`config.mk`:
```
export PLATFORM = sky130hd
export DESIGN_NAME = ibs_codec
export DESIGN_NICKNAME = d
export VERILOG_FILES = /design/src/rtl/ibs_pkg.sv /design/src/rtl/ibs_stream_ctr.sv /design/src/rtl/ibs_extreme_track.sv /design/src/rtl/ibs_sign_capture.sv /design/src/rtl/ibs_codec.sv
export SDC_FILE = /design/constraint.sdc
export NUM_CORES = 1
export LEC_CHECK = 0
export ABC_CLOCK_PERIOD_IN_PS = 7550
export CELL_PAD_IN_SITES_DETAIL_PLACEMENT = 0
export CELL_PAD_IN_SITES_GLOBAL_PLACEMENT = 2
export CORE_ASPECT_RATIO = 0.8
export CORE_MARGIN = 3
export CORE_UTILIZATION = 36
export CTS_BUF_LIST = sky130_fd_sc_hd__clkbuf_8
export DETAILED_ROUTE_END_ITERATION = 12
export PLACE_DENSITY_LB_ADDON = 0.1
export SLEW_MARGIN = 20
export SYNTH_ARGS = -nofsm -noshare
export SYNTH_HDL_FRONTEND = slang
export SYNTH_HIERARCHICAL = 1
export SYNTH_SLANG_ARGS = --single-unit
```
`constraint.sdc`:
```
create_clock -name clk -period 7.55 [get_ports clk]
set_input_delay 0.755 -clock clk [delete_from_list [all_inputs] [get_ports clk]]
set_output_delay 0.755 -clock clk [all_outputs]
set_load 0.01 [all_outputs]
```
`src/rtl/ibs_pkg.sv`:
```
package ibs_pkg;
   typedef enum logic {
      IBS_ENROLL  = 1'b0,
      IBS_RECOVER = 1'b1
   } ibs_mode_e;
endpackage

```
`src/rtl/ibs_stream_ctr.sv`:
```
module ibs_stream_ctr #(
   parameter int NCAND = 16,
   parameter int NBITS = 63,
   localparam int IDX_W  = $clog2(NCAND),
   localparam int ADDR_W = $clog2(NBITS)
) (
   input  logic              clk,
   input  logic              rst_n,
   input  logic              start_i,
   input  logic              accept_i,
   output logic              active_o,
   output logic [IDX_W-1:0]  cand_o,
   output logic [ADDR_W-1:0] bit_o,
   output logic              last_cand_o,
   output logic              block_end_o,
   output logic              done_o
);
   logic              active_q;
   logic [IDX_W-1:0]  cand_q;
   logic [ADDR_W-1:0] bit_q;
   logic              last_bit;

   assign last_cand_o = (cand_q == IDX_W'(NCAND - 1));
   assign last_bit    = (bit_q == ADDR_W'(NBITS - 1));
   assign block_end_o = accept_i && last_cand_o && last_bit;

   always_ff @(posedge clk) begin
      if (!rst_n) begin
         active_q <= 1'b0;
         cand_q   <= '0;
         bit_q    <= '0;
         done_o   <= 1'b0;
      end else begin
         done_o <= block_end_o;
         if (!active_q) begin
            if (start_i) begin
               active_q <= 1'b1;
               cand_q   <= '0;
               bit_q    <= '0;
            end
         end else if (accept_i) begin
            if (last_cand_o) begin
               cand_q <= '0;
               if (last_bit) active_q <= 1'b0;
               else          bit_q    <= bit_q + ADDR_W'(1);
            end else begin
               cand_q <= cand_q + IDX_W'(1);
            end
         end
      end
   end

   assign active_o = active_q;
   assign cand_o   = cand_q;
   assign bit_o    = bit_q;
endmodule

```
`src/rtl/ibs_extreme_track.sv`:
```
module ibs_extreme_track #(
   parameter int SOFT_W = 8,
   parameter int IDX_W  = 4
) (
   input  logic                     clk,
   input  logic                     rst_n,
   input  logic                     accept_i,
   input  logic                     first_i,
   input  logic                     want_max_i,
   input  logic signed [SOFT_W-1:0] value_i,
   input  logic [IDX_W-1:0]         cand_i,
   output logic [IDX_W-1:0]         win_idx_o
);
   logic signed [SOFT_W-1:0] best_q;
   logic [IDX_W-1:0]         best_idx_q;
   logic                     better;
   logic                     take;

   // strict comparison keeps the earliest position on equal values
   assign better    = want_max_i ? (value_i > best_q) : (value_i < best_q);
   assign take      = first_i || better;
   assign win_idx_o = take ? cand_i : best_idx_q;

   always_ff @(posedge clk) begin
      if (!rst_n) begin
         best_q     <= '0;
         best_idx_q <= '0;
      end else if (accept_i && take) begin
         best_q     <= value_i;
         best_idx_q <= cand_i;
      end
   end
endmodule

```
`src/rtl/ibs_sign_capture.sv`:
```
module ibs_sign_capture #(
   parameter int SOFT_W = 8,
   parameter int IDX_W  = 4,
   parameter int NBITS  = 63,
   localparam int ADDR_W = $clog2(NBITS)
) (
   input  logic                     clk,
   input  logic                     rst_n,
   input  logic                     enable_i,
   input  logic                     accept_i,
   input  logic [ADDR_W-1:0]        bit_i,
   input  logic [IDX_W-1:0]         cand_i,
   input  logic [IDX_W-1:0]         sel_idx_i,
   input  logic signed [SOFT_W-1:0] value_i,
   input  logic                     block_end_i,
   output logic [NBITS-1:0]         bits_o,
   output logic                     valid_o
);
   logic [NBITS-1:0] work_q;
   logic [NBITS-1:0] work_nxt;
   logic             pick;
   logic             positive;

   assign pick     = enable_i && accept_i && (cand_i == sel_idx_i);
   assign positive = (value_i > 0);

   for (genvar i = 0; i < NBITS; i++) begin : g_bit
      assign work_nxt[i] = (pick && (bit_i == ADDR_W'(i))) ? positive : work_q[i];
   end

   always_ff @(posedge clk) begin
      if (!rst_n) begin
         work_q  <= '0;
         bits_o  <= '0;
         valid_o <= 1'b0;
      end else begin
         work_q  <= work_nxt;
         valid_o <= block_end_i && enable_i;
         if (block_end_i && enable_i) bits_o <= work_nxt;
      end
   end
endmodule

```
`src/rtl/ibs_codec.sv`:
```
module ibs_codec #(
   parameter int SOFT_W = 8,
   parameter int IDX_W  = 4,
   parameter int NBITS  = 63,
   localparam int NCAND  = 1 << IDX_W,
   localparam int ADDR_W = $clog2(NBITS)
) (
   input  logic              clk,
   input  logic              rst_n,
   input  logic              start_i,
   input  logic              mode_i,
   input  logic [NBITS-1:0]  enc_bits_i,
   input  logic              soft_valid_i,
   output logic              soft_ready_o,
   input  logic [SOFT_W-1:0] soft_data_i,
   output logic              hd_we_o,
   output logic [ADDR_W-1:0] hd_addr_o,
   output logic [IDX_W-1:0]  hd_wdata_o,
   input  logic [IDX_W-1:0]  hd_rdata_i,
   output logic              done_o,
   output logic              dec_valid_o,
   output logic [NBITS-1:0]  dec_bits_o
);
   import ibs_pkg::*;

   if (SOFT_W < 2) begin : g_bad_soft
      $error("SOFT_W must be at least 2");
   end
   if (IDX_W < 1 || IDX_W > 8) begin : g_bad_idx
      $error("IDX_W must lie in 1..8");
   end
   if (NBITS < 2) begin : g_bad_nbits
      $error("NBITS must be at least 2");
   end

   ibs_mode_e                mode_q;
   logic [NBITS-1:0]         enc_q;
   logic                     active;
   logic                     accept;
   logic [IDX_W-1:0]         cand;
   logic [ADDR_W-1:0]        bit_idx;
   logic                     last_cand;
   logic                     block_end;
   logic [IDX_W-1:0]         win_idx;
   logic signed [SOFT_W-1:0] soft_s;

   assign soft_s       = $signed(soft_data_i);
   assign soft_ready_o = active;
   assign accept       = active && soft_valid_i;

   always_ff @(posedge clk) begin
      if (!rst_n) begin
         mode_q <= IBS_ENROLL;
         enc_q  <= '0;
      end else if (start_i && !active) begin
         mode_q <= ibs_mode_e'(mode_i);
         enc_q  <= enc_bits_i;
      end
   end

   ibs_stream_ctr #(.NCAND(NCAND), .NBITS(NBITS)) u_ctr (
      .clk         (clk),
      .rst_n       (rst_n),
      .start_i     (start_i),
      .accept_i    (accept),
      .active_o    (active),
      .cand_o      (cand),
      .bit_o       (bit_idx),
      .last_cand_o (last_cand),
      .block_end_o (block_end),
      .done_o      (done_o)
   );

   ibs_extreme_track #(.SOFT_W(SOFT_W), .IDX_W(IDX_W)) u_track (
      .clk        (clk),
      .rst_n      (rst_n),
      .accept_i   (accept),
      .first_i    (cand == '0),
      .want_max_i (enc_q[bit_idx]),
      .value_i    (soft_s),
      .cand_i     (cand),
      .win_idx_o  (win_idx)
   );

   ibs_sign_capture #(.SOFT_W(SOFT_W), .IDX_W(IDX_W), .NBITS(NBITS)) u_cap (
      .clk         (clk),
      .rst_n       (rst_n),
      .enable_i    (mode_q == IBS_RECOVER),
      .accept_i    (accept),
      .bit_i       (bit_idx),
      .cand_i      (cand),
      .sel_idx_i   (hd_rdata_i),
      .value_i     (soft_s),
      .block_end_i (block_end),
      .bits_o      (dec_bits_o),
      .valid_o     (dec_valid_o)
   );

   assign hd_addr_o  = bit_idx;
   assign hd_wdata_o = win_idx;
   assign hd_we_o    = accept && last_cand && (mode_q == IBS_ENROLL);
endmodule

```
==> results of run 1 <==
[area by class of cell]
type                    count  area [sq um]
repair buffers            170          1660
inverters                  14          57.6
well taps                 351           439
multi-input cells         738          4840
clock buffers              42           578
flip-flops and latches    215          4310
fillers                  2606         13800
clock inverters            18          76.3
[worst min-delay path, stage by stage (launching register included)]
cell and delay [ns]:
dfxtp_1 0.30, nand2_1 0.05, a21boi_1 0.05
[sequential cells by signal (all words and copies together) (netlist names)]
name	flops
u_ctr/bit_o	6
mode_q	1
enc_q	63
u_cap/work_q	63
u_ctr/active_o	1
u_cap/valid_o	1
u_cap/bits_o	63
u_ctr/done_o	1
u_track/best_idx_q	4
u_track/best_q	8
u_ctr/cand_o	4
[report_power, final]
part / switching (mW) / internal [mW] / leakage [nW]
Combinational: 0.0871 / 0.0782 / 1.96
Clock: 0.469 / 0.504 / 0.393
Sequential: 0.0143 / 1.16 / 1.74
Total: 0.570 / 1.74 / 4.09
[how the worst max path moves through the flow]
stage	startpoint	endpoint	slack [ns]
4_1_cts	u_ctr/bit_o[1]$_SDFFE_PN0P_	hd_wdata_o[0]	2.18
3_3_place_gp	u_ctr/bit_o[1]$_SDFFE_PN0P_	hd_wdata_o[1]	2.88
6_report	u_ctr/bit_o[1]$_SDFFE_PN0P_	hd_wdata_o[0]	2.59
3_5_place_dp	u_ctr/bit_o[1]$_SDFFE_PN0P_	hd_wdata_o[0]	2.77
2_1_floorplan	u_ctr/bit_o[1]$_SDFFE_PN0P_	hd_wdata_o[0]	3.93
5_1_grt	u_ctr/bit_o[1]$_SDFFE_PN0P_	hd_wdata_o[1]	2.39
[per-layer routing]
metal | up-vias | wire [um] | track usage, %
met1 | 3997 | 15300 | 31.0
met2 | 263 | 12300 | 28.7
met5 | - | 66 | 1.67
met4 | 2 | 525 | 5.03
met3 | 50 | 1670 | 3.46
li1 | 4153 | - | -
[cell usage in the layout, fill, tap and decap left out, types with 3 or more instances in the layout]
cell type and instances:
ha_1 11, mux2i_1 21, o41ai_1 3, dfxtp_1 214, nor2b_1 8, nand4_1 66, o21ai_0 69, a21oi_1 71
o21a_1 3, clkinv_2 3, nor4_1 3, xor2_1 5, a21boi_1 65, nand3_1 9, a31oi_1 63, and2_1 5
nand2b_1 6, clkdlybuf4s50_1 155, mux4_2 12, o31ai_1 48, inv_1 26, buf_4 15, nor2_1 20, nor3_1 9
o41ai_2 12, nand2_1 176, mux4_1 3, mux2_2 6, clkbuf_8 42
[metrics by stage]
stage	std cells	cell area, sq um	hold slack [ns]
after global placement	1488	11300	0.440
final	1548	12000	0.444
after detailed placement	1488	11300	0.440
after floorplan	1064	9600	0.430
after global routing	1548	12000	0.464
after CTS	1548	12000	0.448
[logic make-up (layout without fill, tap and decap cells)]
logic type / Yosys count / in the layout / share of synthesized area [%]
AO/OA/AOI/OAI: 353 / 353 / 24.8
flip-flops: 215 / 215 / 44.8
XOR/XNOR: 6 / 6 / 0.548
buffers and inverters: 111 / 244 / 5.15
multiplexers: 43 / 43 / 6.77
AND/OR/NAND/NOR: 325 / 325 / 16.5
adder cells (fa/ha/maj): 11 / 11 / 1.43
==> results list, run 1 <==
- In the post-synthesis netlist, the biggest area contributors are dfxtp_1, nand2_1, a21boi_1.
* Post-synth net total: 1,155
* Critical Path Slowest Stage Cell: dfxtp_2
* Length in cells of the worst reg-to-reg path: 10
- Final count of negative-setup-slack endpoints: 0
- Post-route minimum period: 4.96 ns
- RR Startpoint: u_ctr/bit_o[1]$_SDFFE_PN0P_
- The first detailed-routing pass took 4 iterations.
- The synthesized design spends more area on one cell type than any other, namely dfxtp_1.
* CP dominant cell by count: mux2_2
- RSZ-0062 raised after global routing: false
* PnR worst setup slack: 2.59 ns
* PortBufs: 156
- Via count: 8,465
- For flop-to-flop paths, the worst setup slack is 4.12 ns.
- The commonest cells after synthesis are dfxtp_1, nand2_1, clkbuf_1.
* Result of the run: finished, final reports clean
* Post-route fraction of the period consumed by the critical path: 65.6%
- Clk sink count: 215
- Wire length of the first global-routing pass: 46,900 um
- Via/cell ratio: 5.47
- The design draws 2.31 mW.
- Clock tree synthesis selected as its root buffer the cell clkbuf_8.
* Endpoint of the worst hold path: enc_q[51]$_SDFFE_PN0P_
* Placeable core area: 25,800 sq um
- Critical path class: reg2out
- At the end of the flow, the number of nets in the layout was 1,267.
- Of the post-synthesis cell area, the dominant cell type holds 44.8%.
- Counting flops and latches in the post-synthesis netlist gives 215.
- Total global-route track usage: 20.1%
* Worst r2r dst: u_track/best_q[1]$_SDFFE_PN0P_
* Critical Path End Type: output pin
- Walking the worst path, the cells encountered are mux4_1, mux2_2, o2111ai_1, o21a_1, a21oi_1, mux2i_1, nor3_1, mux2i_4, mux2_2, clkdlybuf4s50_1.
* Clock tree buffer depth: 3
- The post-route netlist has 9.69% of its cells at a drive strength greater than 1.
- Die Outline Area: 28,700 sq um
* Max-slew headroom at the worst pin: 18.1%
- Of all flip-flops after synthesis, the portion carrying an async set or reset was 0%.
* CP Data Required Time: 6.80 ns
- In this design, the stage delay of the slowest critical-path cell is 0.73 ns.
- Counting instances, the worst hold path has a depth of 2.
- Adding up every negative setup slack in the final design gives 0 ns.
- At the end of routability-driven placement, the weighted congestion stood at 0.793.
- Total clock buffers created by CTS: 37
- Leakage dissipation: 4.09 nW
- Vias in the first global route: 8,195
* Chip Width: 189 um
- In this run the most critical hold path is launched from enc_q[51]$_SDFFE_PN0P_.
* Most used standard cell by instance count after synthesis: dfxtp_1
* Total global routing overflow: 0
- Number of pins exceeding their max-slew limit in the final report: 0
- Once the floorplan was initialized, standard cells occupied 37.3% of the core.
* Pin count of the biggest net entering global routing: 99
- Initial detailed-routing violation count: 609
* Number of antenna cells inserted: 0
* Signed area change from the synthesized netlist to the final layout: 24.7%
- At the later pin of the worst-skew pair, clock insertion delay measures 0.53 ns.
* Buffer count from post-CTS setup fixing: 0
- After clock tree synthesis, the repair step resized 0 gates.
- After clock tree synthesis, the clock-pin slew on the worst setup and hold paths is 0.06 ns.
* Number of distinct library cell variants in the gate-level netlist after synthesis: 67
- The tool flagged a number of max-cap violations equal to 0.
- Arrival time of the worst setup path: 4.20 ns
* Post-synthesis instance area: 9600 sq um
- Count of hold buffers inserted by post-cts repair: 0
- The average instance in the mapped netlist occupies 9.02 sq um.
- For this run, design rule violations remaining after detail routing come to 0.
- After detailed routing, the total wire length is 29,800 um.
* Initial antenna violation count: 0
* Worst slack, placed: 2.77 ns
- After detailed routing, the average wire length per cell comes to 19.2 um.
- In this run the worst path has a maximum fanout of 25.
* Clock tree from TritonCTS: yes
- 157 I/O pins were placed.
* Proportion of synthesized chip area in sequential cells: 44.8%
- The count of final hold-check violations came to 0.
- In the synthesized netlist, the number of instances is 1,064.
- Achievable Freq: 0.202 GHz
- Power spread over the standard cell area amounts to 193 nW/um^2.
* Kind of cell with the highest combined delay on the critical path: multiplexers
- Once detailed placement completed, the half-perimeter wirelength came to 18,300 um.
- Final core area utilization: 46.4%
- In this run the worst hold path is classified as reg2reg.
- Critical Path Stages: 10
- Worst supply voltage drop on vdd: 0.0000755 V
- The die is 152 um tall.
- Total of warnings raised by yosys: 6
* Post-route ant nets: 0
- In this run, synthesis inferred 0 flip-flops with an integrated enable.
* Number of buffer and inverter stages on the critical path: 1
- The H-tree generated during clock tree synthesis spans 2 levels.
- For the final database, setup skew stands at 0.0234 ns.
- The worst setup path is launched from a flip-flop.
- Slew at the pin with the worst max-slew slack: 1.23 ns
- The most used flip-flop cell after synthesis is dfxtp_1.
* Placement row count: 52
No activity file was read; power rests on OpenSTA's default activity.
==> run 2, diff against run 1 <==
Settings changed: ABC_CLOCK_PERIOD_IN_PS 7550 to 4700, CORE_UTILIZATION 36 to 34.
Clock period 7.55 ns to 4.7 ns, I/O delays scaled along.
==> run 2 against run 1 <==
  * Largest power group unchanged
  * Critical endpoint is now hd_wdata_o[3]
  * Hold slack gained 0.0064 ns
  * Combinational power rose by 64%
  * Cell area rose by 1.1%
  * Largest cell class unchanged
  * Clock power grew 70%
  * Non-clock buffer count increased by 6
  * Global-route usage is 0.53 points lower
  * Sequential power is 61% higher
  * Utilization down 2.5 points
  * First-iteration DRC count is 2.3% higher
==> results list, run 2 (synthesized netlist as in run 1, its figures left out) <==
* Post-route minimum period: 4.47 ns
- The detail-routed net length per standard cell came to 19.4 um (+1.0%).
* Clock tree buffer depth: 3 (unchanged)
* Die Outline Area: 30,300 sq um (+5.7%)
- The run finished with clean final reports.
- The power density relative to cell area was 315 nW/um^2 (+63%).
- The library cell used most frequently in the layout, excluding fill and tap cells, is dfxtp_1.
- Arrival time of the worst setup path: 4.00 ns (-0.20 ns)
- The y dimension of the die is 156 um (+2.8%).
- The worst path required time was 4.23 ns (-2.57 ns).
* Nets: 1,274 (+0.55%)
* Fill cell total of the finished layout: 2,721 (+4.4%)
- The total design power is 3.80 mW (+65%).
- Library cell used as clock root buffer: clkbuf_8
* Placement row count: 54 (+3.8%)
* Initial Utilization: 34.9% (-2.3 points)
* Total global routing overflow: 0 (unchanged)
* Number of antenna cells inserted: 0 (unchanged)
- The final RePlAce weighted congestion was 0.741 (-6.5%).
* Post-Route WL: 30,500 um (+2.3%)
- Initial detailed-routing violation count: 623 (+2.3%)
- The path class of the tightest hold or removal check is reg2reg.
- The worst hold path depth is 2 (unchanged).
- The total negative setup slack is 0 ns (unchanged).
- The clock network latency to the later pin of the worst-skew pair is 0.53 ns (about the same).
- The number of maximum-capacitance constraint violations was 0 (unchanged).
- Via/cell ratio: 5.36 (-2.0%)
- The static leakage came to 4.13 nW (+0.98%).
- From synthesis to final layout, the design area changed by 26.0%.
- The fraction of layout instances using a drive strength above 1 came to 10.5% (+0.86 points).
- Wire length of the first global-routing pass: 48,000 um (+2.3%)
* Clock-pin slew of the registers on the worst-case setup and hold paths: 0.06 ns (about the same)
- Length in cells of the worst reg-to-reg path: 11 (+1)
* Worst Setup Start Kind: flip-flop
* Achievable Freq: 0.224 GHz
- Buffer count from post-CTS setup fixing: 0 (unchanged)
- Pin count of the biggest net entering global routing: 105 (+6.1%)
* Post-route fraction of the period consumed by the critical path: 95.2%
- Via count: 8,401 (-0.76%)
- The clock buffer count from CTS was 38 (+2.7%).
- Initial antenna violation count: 0 (unchanged)
* First-pass detailed-route iteration total: 5 (+1)
- Final count of negative-setup-slack endpoints: 0 (unchanged)
* Post-route ant nets: 0 (unchanged)
* Clock tree from TritonCTS: yes
* Most frequent cells in the layout: dfxtp_1, nand2_1, clkdlybuf4s50_1
- The half-perimeter wire length after detailed placement is 19,200 um (+4.7%).
* PortBufs: 156 (unchanged)
- The remaining max-slew budget at the tightest pin is 24.5% (+6.4 points).
- Top Ports: 157 (unchanged)
- The critical path is of the reg2out type.
- The maximum vdd drop was 0.000141 V (+87%).
* Placeable core area: 27,500 sq um (+6.7%)
- The number of global-route vias before repair came to 8,228 (+0.40%).
- The actual slew at the worst max-slew pin came to 1.13 ns (-0.0955 ns).
- The DRC violations left came to 0 (unchanged).
* Critical path fanouts, max: 16 (-36%)
- The clock skew was 0.0173 ns (-0.00617 ns).
- RSZ-0062 raised after global routing: false
- Critical Path End Type: output pin
* Hold violation count in the final report: 0 (unchanged)
- Number of pins exceeding their max-slew limit in the final report: 0 (unchanged)
- The largest registers in the layout are enc_q: 63 flops, u_cap/bits_o: 63 flops, u_cap/work_q: 63 flops.
* Chip Width: 194 um (+2.8%)
- The number of buffers added to fix hold violations after cts came to 0 (unchanged).
* Total global-route track usage: 19.5% (-0.53 points)
- H-tree depth: 2 (unchanged)
- The total number of clock tree sinks came to 215 (unchanged).
[run 2: changes by cell type in the layout (fill, tap and decap cells not counted), moves of 2 or more]
cell and delta:
inv_1 -4, clkinvlp_4 +2, clkinv_2 -2, buf_4 +4, clkbuf_8 +5
[run 2: metrics by stage]
stage	utilization, %	area (sq um)	setup WS (ns)	hold WS, ns	std cells
after floorplan	-	9600	1.36	0.430	1064
after global placement	41.4	11400	0.622	0.441	1507
after detailed placement	41.4	11400	0.527	0.445	1507
after CTS	44.0	12100	0.0782	0.453	1568
after global routing	44.0	12100	0.0315	0.468	1568
final	44.0	12100	0.226	0.451	1568
[run 2: path summary, 6_finish.rpt]
path	to	startpoint	slack, ns
max	hd_wdata_o[3]	u_ctr/bit_o[0]$_SDFFE_PN0P_	0.23
min	enc_q[40]$_SDFFE_PN0P_	enc_q[40]$_SDFFE_PN0P_	0.45
max reg2reg	u_track/best_q[1]$_SDFFE_PN0P_	u_ctr/bit_o[0]$_SDFFE_PN0P_	1.47
min reg2reg	enc_q[40]$_SDFFE_PN0P_	enc_q[40]$_SDFFE_PN0P_	0.45
[run 2: repair_timing]
item                       CTS  global route
resized for setup            1             2
hold endpoints to repair     0             0
setup endpoints to repair    4             4
[run 2: area by class of cell]
class,count,area (sq um),share of cell area (%)
clock buffer,47,647,5.35
clock inverter,14,66.3,0.548
inverter,14,57.6,0.476
multi-input combinational,738,4830,40.0
sequential,215,4310,35.6
tap,364,455,3.77
timing repair buffer,176,1730,14.3
[run 2: worst max-delay path, cell delays in order (launching register included)]
cell and delay, ns:
dfxtp_1 0.43, buf_6 0.25, mux4_2 0.53, or3b_1 0.36, o2111ai_1 0.11, o21a_1 0.15, a21oi_1 0.18, mux2i_1 0.17
nor3_1 0.32, mux2i_4 0.18, mux2_2 0.26, clkdlybuf4s50_1 0.53
[run 2: metal layers]
layer  GRT usage (%)  wire length, um
met1            31.1            16000
met2            27.2            12300
met3            3.68             1830
met4            3.86              396
met5               0                0
[run 2: where the power goes]
part / total (mW) / switching (mW) / internal (mW) / leakage, nW
Sequential: 1.88 / 0.0206 / 1.86 / 1.74
Combinational: 0.271 / 0.144 / 0.128 / 1.99
Clock: 1.65 / 0.758 / 0.895 / 0.400
